--- src/rtl/snd_io_pkg.sv ---
package snd_io_pkg;

    localparam int ADDR_W = 16;
    localparam int DATA_W = 8;

    // Control byte bit positions
    localparam int CTL_CLR_LO = 4;
    localparam int CTL_CLR_HI = 5;
    localparam int CTL_ROM    = 7;

    typedef enum logic [3:0] {
        RK_MEM,
        RK_TEST,
        RK_CTRL,
        RK_DIDX,
        RK_DDAT,
        RK_PORT,
        RK_SCRATCH,
        RK_TPER,
        RK_TCNT
    } reg_kind_e;

    typedef struct packed {
        reg_kind_e  kind;
        logic [1:0] sub;
        logic       in_rom;
    } dec_t;

    function automatic logic port_pair_hi(input int idx);
        return idx >= 2;
    endfunction

endpackage

--- src/rtl/snd_io_decode.sv ---
module snd_io_decode
    import snd_io_pkg::*;
#(
    parameter int AW     = ADDR_W,
    parameter int ROM_AW = 6
) (
    input  logic [AW-1:0] addr,
    output dec_t          dec
);
    localparam logic [AW-9:0] HI_ZERO = '0;

    logic [3:0] off_per;
    logic [3:0] off_cnt;

    always_comb begin
        off_per    = addr[3:0] - 4'hA;
        off_cnt    = addr[3:0] - 4'hD;
        dec        = '0;
        dec.kind   = RK_MEM;
        dec.in_rom = &addr[AW-1:ROM_AW];
        if (addr[AW-1:8] == HI_ZERO && addr[7:4] == 4'hF) begin
            unique case (addr[3:0])
                4'h0: dec.kind = RK_TEST;
                4'h1: dec.kind = RK_CTRL;
                4'h2: dec.kind = RK_DIDX;
                4'h3: dec.kind = RK_DDAT;
                4'h4, 4'h5, 4'h6, 4'h7: begin
                    dec.kind = RK_PORT;
                    dec.sub  = addr[1:0];
                end
                4'h8, 4'h9: dec.kind = RK_SCRATCH;
                4'hA, 4'hB, 4'hC: begin
                    dec.kind = RK_TPER;
                    dec.sub  = off_per[1:0];
                end
                default: begin
                    dec.kind = RK_TCNT;
                    dec.sub  = off_cnt[1:0];
                end
            endcase
        end
    end

endmodule

--- src/rtl/snd_io_ctrl.sv ---
module snd_io_ctrl
    import snd_io_pkg::*;
#(
    parameter int NUM_TIMERS = 3
) (
    input  logic                  clk,
    input  logic                  rst,
    input  logic                  wr_ctrl,
    input  logic [NUM_TIMERS-1:0] ten_bits,
    input  logic                  clr_lo,
    input  logic                  clr_hi,
    input  logic                  rom_bit,
    input  logic                  host_we,
    input  logic [1:0]            host_idx,
    input  logic [DATA_W-1:0]     host_data,
    output logic [NUM_TIMERS-1:0] ten,
    output logic [NUM_TIMERS-1:0] tstart,
    output logic                  rom_on,
    output logic [4*DATA_W-1:0]   port_bytes
);
    localparam int NUM_PORTS = 4;

    logic [NUM_TIMERS-1:0] ten_q;
    logic                  rom_q;

    always_ff @(posedge clk) begin
        if (rst) begin
            ten_q <= '0;
            rom_q <= 1'b1;
        end else if (wr_ctrl) begin
            ten_q <= ten_bits;
            rom_q <= rom_bit;
        end
    end

    assign ten    = ten_q;
    assign rom_on = rom_q;
    assign tstart = wr_ctrl ? (ten_bits & ~ten_q) : '0;

    for (genvar p = 0; p < NUM_PORTS; p++) begin : g_port
        logic [DATA_W-1:0] byte_q;
        logic              clr_this;

        assign clr_this = wr_ctrl && (port_pair_hi(p) ? clr_hi : clr_lo);

        always_ff @(posedge clk) begin
            if (rst || clr_this) begin
                byte_q <= '0;
            end else if (host_we && host_idx == 2'(p)) begin
                byte_q <= host_data;
            end
        end

        assign port_bytes[p*DATA_W +: DATA_W] = byte_q;
    end

    p_port_clear_r3 : assert property (@(posedge clk) disable iff (rst)
        (wr_ctrl && clr_lo) |=> (port_bytes[2*DATA_W-1:0] == '0));

    p_rom_follow_r4 : assert property (@(posedge clk) disable iff (rst)
        wr_ctrl |=> (rom_on == $past(rom_bit)));

endmodule

--- src/rtl/snd_io_timer_slot.sv ---
module snd_io_timer_slot
    import snd_io_pkg::*;
#(
    parameter int CNT_W = 4
) (
    input  logic              clk,
    input  logic              rst,
    input  logic              en_i,
    input  logic              start_i,
    input  logic              tick_i,
    input  logic              per_we,
    input  logic [DATA_W-1:0] per_data,
    input  logic              cnt_rd,
    input  logic              cnt_wr,
    output logic [DATA_W-1:0] period_o,
    output logic [CNT_W-1:0]  count_o
);
    logic [DATA_W-1:0] per_q;
    logic [CNT_W-1:0]  cnt_q;

    always_ff @(posedge clk) begin
        if (rst) begin
            per_q <= '0;
        end else if (per_we) begin
            per_q <= per_data;
        end
    end

    always_ff @(posedge clk) begin
        if (rst || start_i || cnt_rd || cnt_wr) begin
            cnt_q <= '0;
        end else if (en_i && tick_i) begin
            cnt_q <= cnt_q + 1'b1;
        end
    end

    assign period_o = per_q;
    assign count_o  = cnt_q;

    p_cnt_clear_r10 : assert property (@(posedge clk) disable iff (rst)
        (cnt_rd || cnt_wr) |=> (count_o == '0));

    p_start_zero_r2 : assert property (@(posedge clk) disable iff (rst)
        start_i |=> (count_o == '0));

    p_tick_ignored_r11 : assert property (@(posedge clk) disable iff (rst)
        (!en_i) |=> ((count_o == $past(count_o)) || (count_o == '0)));

endmodule

--- src/rtl/snd_io_page.sv ---
module snd_io_page
    import snd_io_pkg::*;
#(
    parameter int NUM_TIMERS = 3,
    parameter int CNT_W      = 4,
    parameter int ROM_AW     = 6
) (
    input  logic                         clk,
    input  logic                         rst,
    input  logic [ADDR_W-1:0]            cpu_addr,
    input  logic [DATA_W-1:0]            cpu_wdata,
    input  logic                         cpu_rd,
    input  logic                         cpu_wr,
    output logic [DATA_W-1:0]            cpu_rdata,
    input  logic [DATA_W-1:0]            ram_rdata,
    output logic [ADDR_W-1:0]            ram_addr,
    output logic [DATA_W-1:0]            ram_wdata,
    output logic                         ram_we,
    input  logic [DATA_W-1:0]            rom_rdata,
    output logic [ROM_AW-1:0]            rom_addr,
    output logic                         rom_sel,
    input  logic [DATA_W-1:0]            dsp_rdata,
    output logic [DATA_W-2:0]            dsp_addr,
    output logic [DATA_W-1:0]            dsp_wdata,
    output logic                         dsp_rd,
    output logic                         dsp_wr,
    input  logic                         port_we,
    input  logic [1:0]                   port_idx,
    input  logic [DATA_W-1:0]            port_data,
    input  logic [NUM_TIMERS-1:0]        tmr_tick,
    output logic [NUM_TIMERS-1:0]        tmr_en,
    output logic [NUM_TIMERS-1:0]        tmr_start,
    output logic [NUM_TIMERS*DATA_W-1:0] tmr_period
);
    localparam int PAD_W = DATA_W - CNT_W;

    dec_t              dec;
    logic [DATA_W-1:0] idx_q;
    logic              rom_on;
    logic              wr_ctrl;
    logic [4*DATA_W-1:0] ports;
    logic [CNT_W-1:0]  cnt_w [NUM_TIMERS];

    snd_io_decode #(.AW(ADDR_W), .ROM_AW(ROM_AW)) i_decode (
        .addr (cpu_addr),
        .dec  (dec)
    );

    assign wr_ctrl = cpu_wr && dec.kind == RK_CTRL;

    snd_io_ctrl #(.NUM_TIMERS(NUM_TIMERS)) i_ctrl (
        .clk        (clk),
        .rst        (rst),
        .wr_ctrl    (wr_ctrl),
        .ten_bits   (cpu_wdata[NUM_TIMERS-1:0]),
        .clr_lo     (cpu_wdata[CTL_CLR_LO]),
        .clr_hi     (cpu_wdata[CTL_CLR_HI]),
        .rom_bit    (cpu_wdata[CTL_ROM]),
        .host_we    (port_we),
        .host_idx   (port_idx),
        .host_data  (port_data),
        .ten        (tmr_en),
        .tstart     (tmr_start),
        .rom_on     (rom_on),
        .port_bytes (ports)
    );

    for (genvar t = 0; t < NUM_TIMERS; t++) begin : g_tmr
        logic hit;
        assign hit = dec.sub == 2'(t);

        snd_io_timer_slot #(.CNT_W(CNT_W)) i_slot (
            .clk      (clk),
            .rst      (rst),
            .en_i     (tmr_en[t]),
            .start_i  (tmr_start[t]),
            .tick_i   (tmr_tick[t]),
            .per_we   (cpu_wr && dec.kind == RK_TPER && hit),
            .per_data (cpu_wdata),
            .cnt_rd   (cpu_rd && dec.kind == RK_TCNT && hit),
            .cnt_wr   (cpu_wr && dec.kind == RK_TCNT && hit),
            .period_o (tmr_period[t*DATA_W +: DATA_W]),
            .count_o  (cnt_w[t])
        );
    end

    // DSP index register
    always_ff @(posedge clk) begin
        if (rst) begin
            idx_q <= '0;
        end else if (cpu_wr && dec.kind == RK_DIDX) begin
            idx_q <= cpu_wdata;
        end
    end

    assign dsp_addr  = idx_q[DATA_W-2:0];
    assign dsp_wdata = cpu_wdata;
    assign dsp_rd    = cpu_rd && dec.kind == RK_DDAT;
    assign dsp_wr    = cpu_wr && dec.kind == RK_DDAT && !idx_q[DATA_W-1];

    // RAM and ROM paths
    assign ram_addr  = cpu_addr;
    assign ram_wdata = cpu_wdata;
    assign ram_we    = cpu_wr && (dec.kind == RK_MEM || dec.kind == RK_SCRATCH);
    assign rom_addr  = cpu_addr[ROM_AW-1:0];
    assign rom_sel   = dec.kind == RK_MEM && dec.in_rom && rom_on;

    // Read data mux
    always_comb begin
        cpu_rdata = '0;
        unique case (dec.kind)
            RK_MEM:     cpu_rdata = rom_sel ? rom_rdata : ram_rdata;
            RK_SCRATCH: cpu_rdata = ram_rdata;
            RK_DIDX:    cpu_rdata = idx_q;
            RK_DDAT:    cpu_rdata = dsp_rdata;
            RK_PORT:    cpu_rdata = ports[dec.sub*DATA_W +: DATA_W];
            RK_TCNT: begin
                for (int t = 0; t < NUM_TIMERS; t++) begin
                    if (dec.sub == 2'(t)) cpu_rdata = {{PAD_W{1'b0}}, cnt_w[t]};
                end
            end
            default:    cpu_rdata = '0;
        endcase
    end

    p_idx_hold_r6 : assert property (@(posedge clk) disable iff (rst)
        !(cpu_wr && cpu_addr == 16'h00F2) |=> $stable(idx_q));

    p_rom_write_through_r5 : assert property (@(posedge clk) disable iff (rst)
        (cpu_wr && rom_sel) |-> ram_we);

endmodule

--- config.mk ---
export PLATFORM = sky130hd
export DESIGN_NAME = snd_io_page
export DESIGN_NICKNAME = d
export VERILOG_FILES = /design/src/rtl/snd_io_pkg.sv /design/src/rtl/snd_io_decode.sv /design/src/rtl/snd_io_ctrl.sv /design/src/rtl/snd_io_timer_slot.sv /design/src/rtl/snd_io_page.sv
export SDC_FILE = /design/constraint.sdc
export NUM_CORES = 1
export LEC_CHECK = 0
export ABC_AREA = 1
export ABC_CLOCK_PERIOD_IN_PS = 2500
export BUFFER_PORTS_ARGS = -buffer_cell sky130_fd_sc_hd__buf_2
export CORE_ASPECT_RATIO = 0.9
export CORE_MARGIN = 5
export CORE_UTILIZATION = 47
export DETAILED_ROUTE_END_ITERATION = 6
export GPL_ROUTABILITY_DRIVEN = 0
export PLACE_DENSITY = 0.76
export REMOVE_ABC_BUFFERS = 1
export SYNTH_ARGS = -nofsm -noshare
export SYNTH_HDL_FRONTEND = slang
export SYNTH_SLANG_ARGS = --single-unit
--- constraint.sdc ---
create_clock -name clk -period 2.5 [get_ports clk]
set_input_delay 0.5 -clock clk [delete_from_list [all_inputs] [get_ports clk]]
set_output_delay 0.5 -clock clk [all_outputs]
set_load 0.01 [all_outputs]
==> impl_metrics.sql <==
INSERT INTO impl_metrics (metric_group, metric, value, unit) VALUES
('floorplan', 'row_count', '36', ''),
('setup_path', 'r2r_start', 'i_ctrl.ten[2]', ''),
('setup_path', 'cp.buffers_inverters', '4', ''),
('global_route', 'globalRoute.totalOverflow', '0', ''),
('route', 'detailroute.via_count', '5568', ''),
('clock_tree', 'ctsRootBufferMaster', 'sky130_fd_sc_hd__clkbuf_16', ''),
('clock_tree', 'clock_tree.htree_level_count', '3', ''),
('global_route', 'groute.usage.overall', '23.8', '%'),
('finish', 'mostFrequentLayoutCell', 'sky130_fd_sc_hd__nand2_1', ''),
('clock_tree', 'cts_buffer_depth', '2', ''),
('route', 'wl_per_cell', '14.2', 'µm'),
('finish', 'most-common-layout-cells', 'sky130_fd_sc_hd__nand2_1, sky130_fd_sc_hd__buf_2, sky130_fd_sc_hd__inv_1', ''),
('clock_tree', 'insertion_delay_of_the_later_clocked_pin_in_the_worst_skew_pair', '0.33', 'ns'),
('sta', 'setup_slack', '-0.325', 'ns'),
('global_route', 'antenna_found_initial', '0', ''),
('logic_synthesis', 'netlist_area', '0.00513', 'mm²'),
('pwr', 'peakVddDrop', '347', 'µV'),
('finish', 'fraction_of_final_layout_cells_sized_beyond_drive_strength_1', '36.4', '%'),
('finish', 'fillCellCount', '907', ''),
('outcome', 'status', 'finished with violations', ''),
('worst_hold_path', 'min_from', 'rst', ''),
('sta', 'final.setup_skew', '0.00109', 'ns'),
('logic_synthesis', 'synth_warnings', '0', ''),
('logic_synthesis', 'seq_area_frac_synth', '31.2', '%'),
('logic_synthesis', 'synth_top_cell_area_share', '31.2', '%'),
('setup_path', 'setup.reg_to_reg.worst_slack', '1.37', 'ns'),
('setup_path', 'worst-endpoint-arrival', '2.33', 'ns'),
('setup_path', 'cpPeakStageDelay', '0.19', 'ns'),
('finish', 'layout-area-overhead-vs-synth', '35.2', '%'),
('logic_synthesis', 'post_synth_main_area_contributors', 'sky130_fd_sc_hd__dfxtp_1, sky130_fd_sc_hd__nand2_1, sky130_fd_sc_hd__nand3_1, sky130_fd_sc_hd__buf_4, sky130_fd_sc_hd__inv_1', ''),
('sta', 'final.setup.tns', '-3.06', 'ns'),
('setup_path', 'reg2reg_to', 'g_tmr[2].i_slot.count_o[3]', ''),
('setup_path', 'path_max_fanout', '6', ''),
('sta', 'final-max-slew-violation-count', '0', ''),
('global_route', 'grt_pass1_wl', '25100', 'µm'),
('finish', 'postLayoutCoreUtil', '64.4', '%'),
('setup_path', 'r2r_cells', '4', ''),
('setup_path', 'worstSetupPathDepth', '16', ''),
('setup_path', 'cp-start-kind', 'input port', ''),
('logic_synthesis', 'postSynthCellCount', '790', ''),
('sta', 'setup_repair_after_global_routing_missed_its_margin', 'true', ''),
('outcome', 'violated_checks', 'negative setup slack', ''),
('setup_path', 'cp_data_required_time', '2.00', 'ns'),
('setup_path', 'path_cells', 'buf_12 -> ha_4 -> nor2_4 -> nand2_2 -> nand2_2 -> nand2_2 -> nor2_4 -> buf_4 -> nor2_1 -> nand3_1 -> inv_2 -> nand2_1 -> nand3_1 -> nor2_2 -> nand3_2 -> buf_2', ''),
('sta', 'worstMarginPinSlew', '0.540', 'ns'),
('finish', 'finalNetCount', '1047', ''),
('logic_synthesis', 'yosys.cell_types.count', '37', ''),
('setup_path', 'setup.worst_path.class', 'input port to output pin', ''),
('logic_synthesis', 'synth_largest_area_cell', 'sky130_fd_sc_hd__dfxtp_1', ''),
('floorplan', 'die_w', '120', 'µm'),
('worst_hold_path', 'worstHoldPathType', 'input port to flip-flop', ''),
('setup_path', 'cp_common_cell', 'sky130_fd_sc_hd__nand2_2', ''),
('pwr', 'leakagePower', '0.00348', 'µW'),
('logic_synthesis', 'ys_seq_elements', '80', ''),
('floorplan', 'core_region_area', '0.0108', 'mm²'),
('place', 'port_buffers', '152', ''),
('setup_path', 'worstSetupEndpointType', 'output pin', ''),
('clock_tree', 'cts_buffers', '9', ''),
('setup_path', 'crit_path_top_delay_cell', 'sky130_fd_sc_hd__nor2_2', ''),
('route', 'drt_wl_total', '15800', 'µm'),
('route', 'remaining_antenna_violation_count_after_routing', '0', ''),
('clock_tree', 'numClockSinks', '80', ''),
('sta', 'whs', '0.367', 'ns'),
('floorplan', 'io-pin-count', '153', ''),
('route', 'route.detailed.drc', '0', ''),
('sta', 'report.final.setup_viol', '13', ''),
('floorplan', 'die_area', '0.0131', 'mm²'),
('global_route', 'grt_pass1_vias', '5209', ''),
('place', 'dp.final_hpwl', '11500', 'µm'),
('place', 'pre_cts_slack', '-0.549', 'ns'),
('sta', 'finalCriticalPeriod', '2.83', 'ns');
per-layer routing:
metal	vias to the layer above	global-route usage, %	part of all wire [%]
met2	221	39.6	47
met4	0	9.40	3.2
met5	-	0	0
met1	2491	30.3	43
met3	41	4.88	6.9
li1	2815	-	-
layout make-up:
| cell class | count | area [µm²] | area share, % |
|---|---|---|---|
| timing repair buffer | 243 | 1600 | 23.0 |
| clock buffer | 13 | 240 | 3.46 |
| clock inverter | 3 | 42.5 | 0.613 |
| multi-input combinational | 531 | 2860 | 41.2 |
| inverter | 109 | 433 | 6.24 |
| tap | 133 | 166 | 2.40 |
| sequential | 80 | 1600 | 23.1 |
worst reg2reg max path: cells and delay by family (launching register included):
| kind | cells | cell delay, ns |
|---|---|---|
| AND/OR/NAND/NOR | 3 | 0.45 |
| XOR/XNOR | 1 | 0.16 |
| flip-flops | 1 | 0.41 |
state kept, by name (all words and copies together) (netlist names):
signal,cells
g_tmr.i_slot.period_o,24
idx_q,8
i_ctrl.g_port.byte_q,32
g_tmr.i_slot.count_o,12
i_ctrl.ten,3
i_ctrl.rom_on,1
where the power goes:
part / internal [µW] / leakage (µW) / switching, µW
clock network: 773 / 0.000134 / 503
registers: 1300 / 0.000647 / 7.62
logic: 263 / 0.00270 / 328
total: 2330 / 0.00348 / 838
metrics by stage:
step	cell area [µm²]	cells
final	6940	1112
after detailed placement	6180	1081
after floorplan	4630	720
after global routing	6940	1112
after CTS	6820	1107
after global placement	6180	1081
cell usage after synthesis:
cell type / number
sky130_fd_sc_hd__o211ai_1: 1
sky130_fd_sc_hd__o21a_1: 1
sky130_fd_sc_hd__clkinv_2: 2
sky130_fd_sc_hd__buf_1: 1
sky130_fd_sc_hd__and3_4: 1
sky130_fd_sc_hd__a21oi_1: 38
sky130_fd_sc_hd__inv_2: 11
sky130_fd_sc_hd__xor2_1: 4
sky130_fd_sc_hd__nor2_2: 14
sky130_fd_sc_hd__dfxtp_1: 80
sky130_fd_sc_hd__xnor2_1: 5
sky130_fd_sc_hd__nand2_1: 182
sky130_fd_sc_hd__a211oi_1: 1
sky130_fd_sc_hd__o21ai_4: 2
sky130_fd_sc_hd__nand3b_1: 2
sky130_fd_sc_hd__buf_4: 52
sky130_fd_sc_hd__buf_2: 2
sky130_fd_sc_hd__nor4_1: 1
sky130_fd_sc_hd__nand3_4: 1
sky130_fd_sc_hd__buf_6: 4
sky130_fd_sc_hd__ha_1: 7
sky130_fd_sc_hd__nor2_1: 81
sky130_fd_sc_hd__nand4_1: 5
sky130_fd_sc_hd__nand2_4: 6
sky130_fd_sc_hd__nand2_2: 11
sky130_fd_sc_hd__and3_1: 2
sky130_fd_sc_hd__clkbuf_1: 10
sky130_fd_sc_hd__nand3_1: 91
sky130_fd_sc_hd__buf_8: 1
sky130_fd_sc_hd__nor2_4: 3
sky130_fd_sc_hd__nand3_2: 6
sky130_fd_sc_hd__mux2i_1: 2
sky130_fd_sc_hd__o21ai_0: 34
sky130_fd_sc_hd__nor3_4: 1
sky130_fd_sc_hd__o21ai_1: 24
sky130_fd_sc_hd__inv_1: 96
sky130_fd_sc_hd__nor3_1: 5
repair_timing:
| item | in CTS | in global routing |
|---|---|---|
| hold buffers | 0 | 0 |
| gates resized for setup | 69 | 20 |
| hold endpoints to repair | 0 | 0 |
| gates cloned | 1 | 0 |
| buffers inserted | 9 | 6 |
| endpoints found under the setup margin | 14 | 15 |
| pin swaps | 22 | 15 |
logic make-up after synthesis:
| kind of cell | share of synthesized area, % |
|---|---|
| AOI/OAI and AO/OA | 10.4 |
| xor gates and xnor gates | 1.54 |
| adders and majority gates | 1.71 |
| buffers and inverters | 17.8 |
| DFF | 31.2 |
| muxes | 0.390 |
| and+or+nand+nor | 36.9 |
how the worst max path moves through the flow:
stage,endpoint,start,slack (ns)
final,cpu_rdata[3],cpu_addr[0],-0.33
after global routing,cpu_rdata[5],cpu_addr[0],-0.46
after CTS,cpu_rdata[7],cpu_addr[0],-0.30
after detailed placement,cpu_rdata[7],cpu_addr[0],-0.55
after global placement,cpu_rdata[0],cpu_addr[0],-0.49
after floorplan,cpu_rdata[1],cpu_addr[0],-0.22
Note: power is estimated with default switching activity, not from simulation.
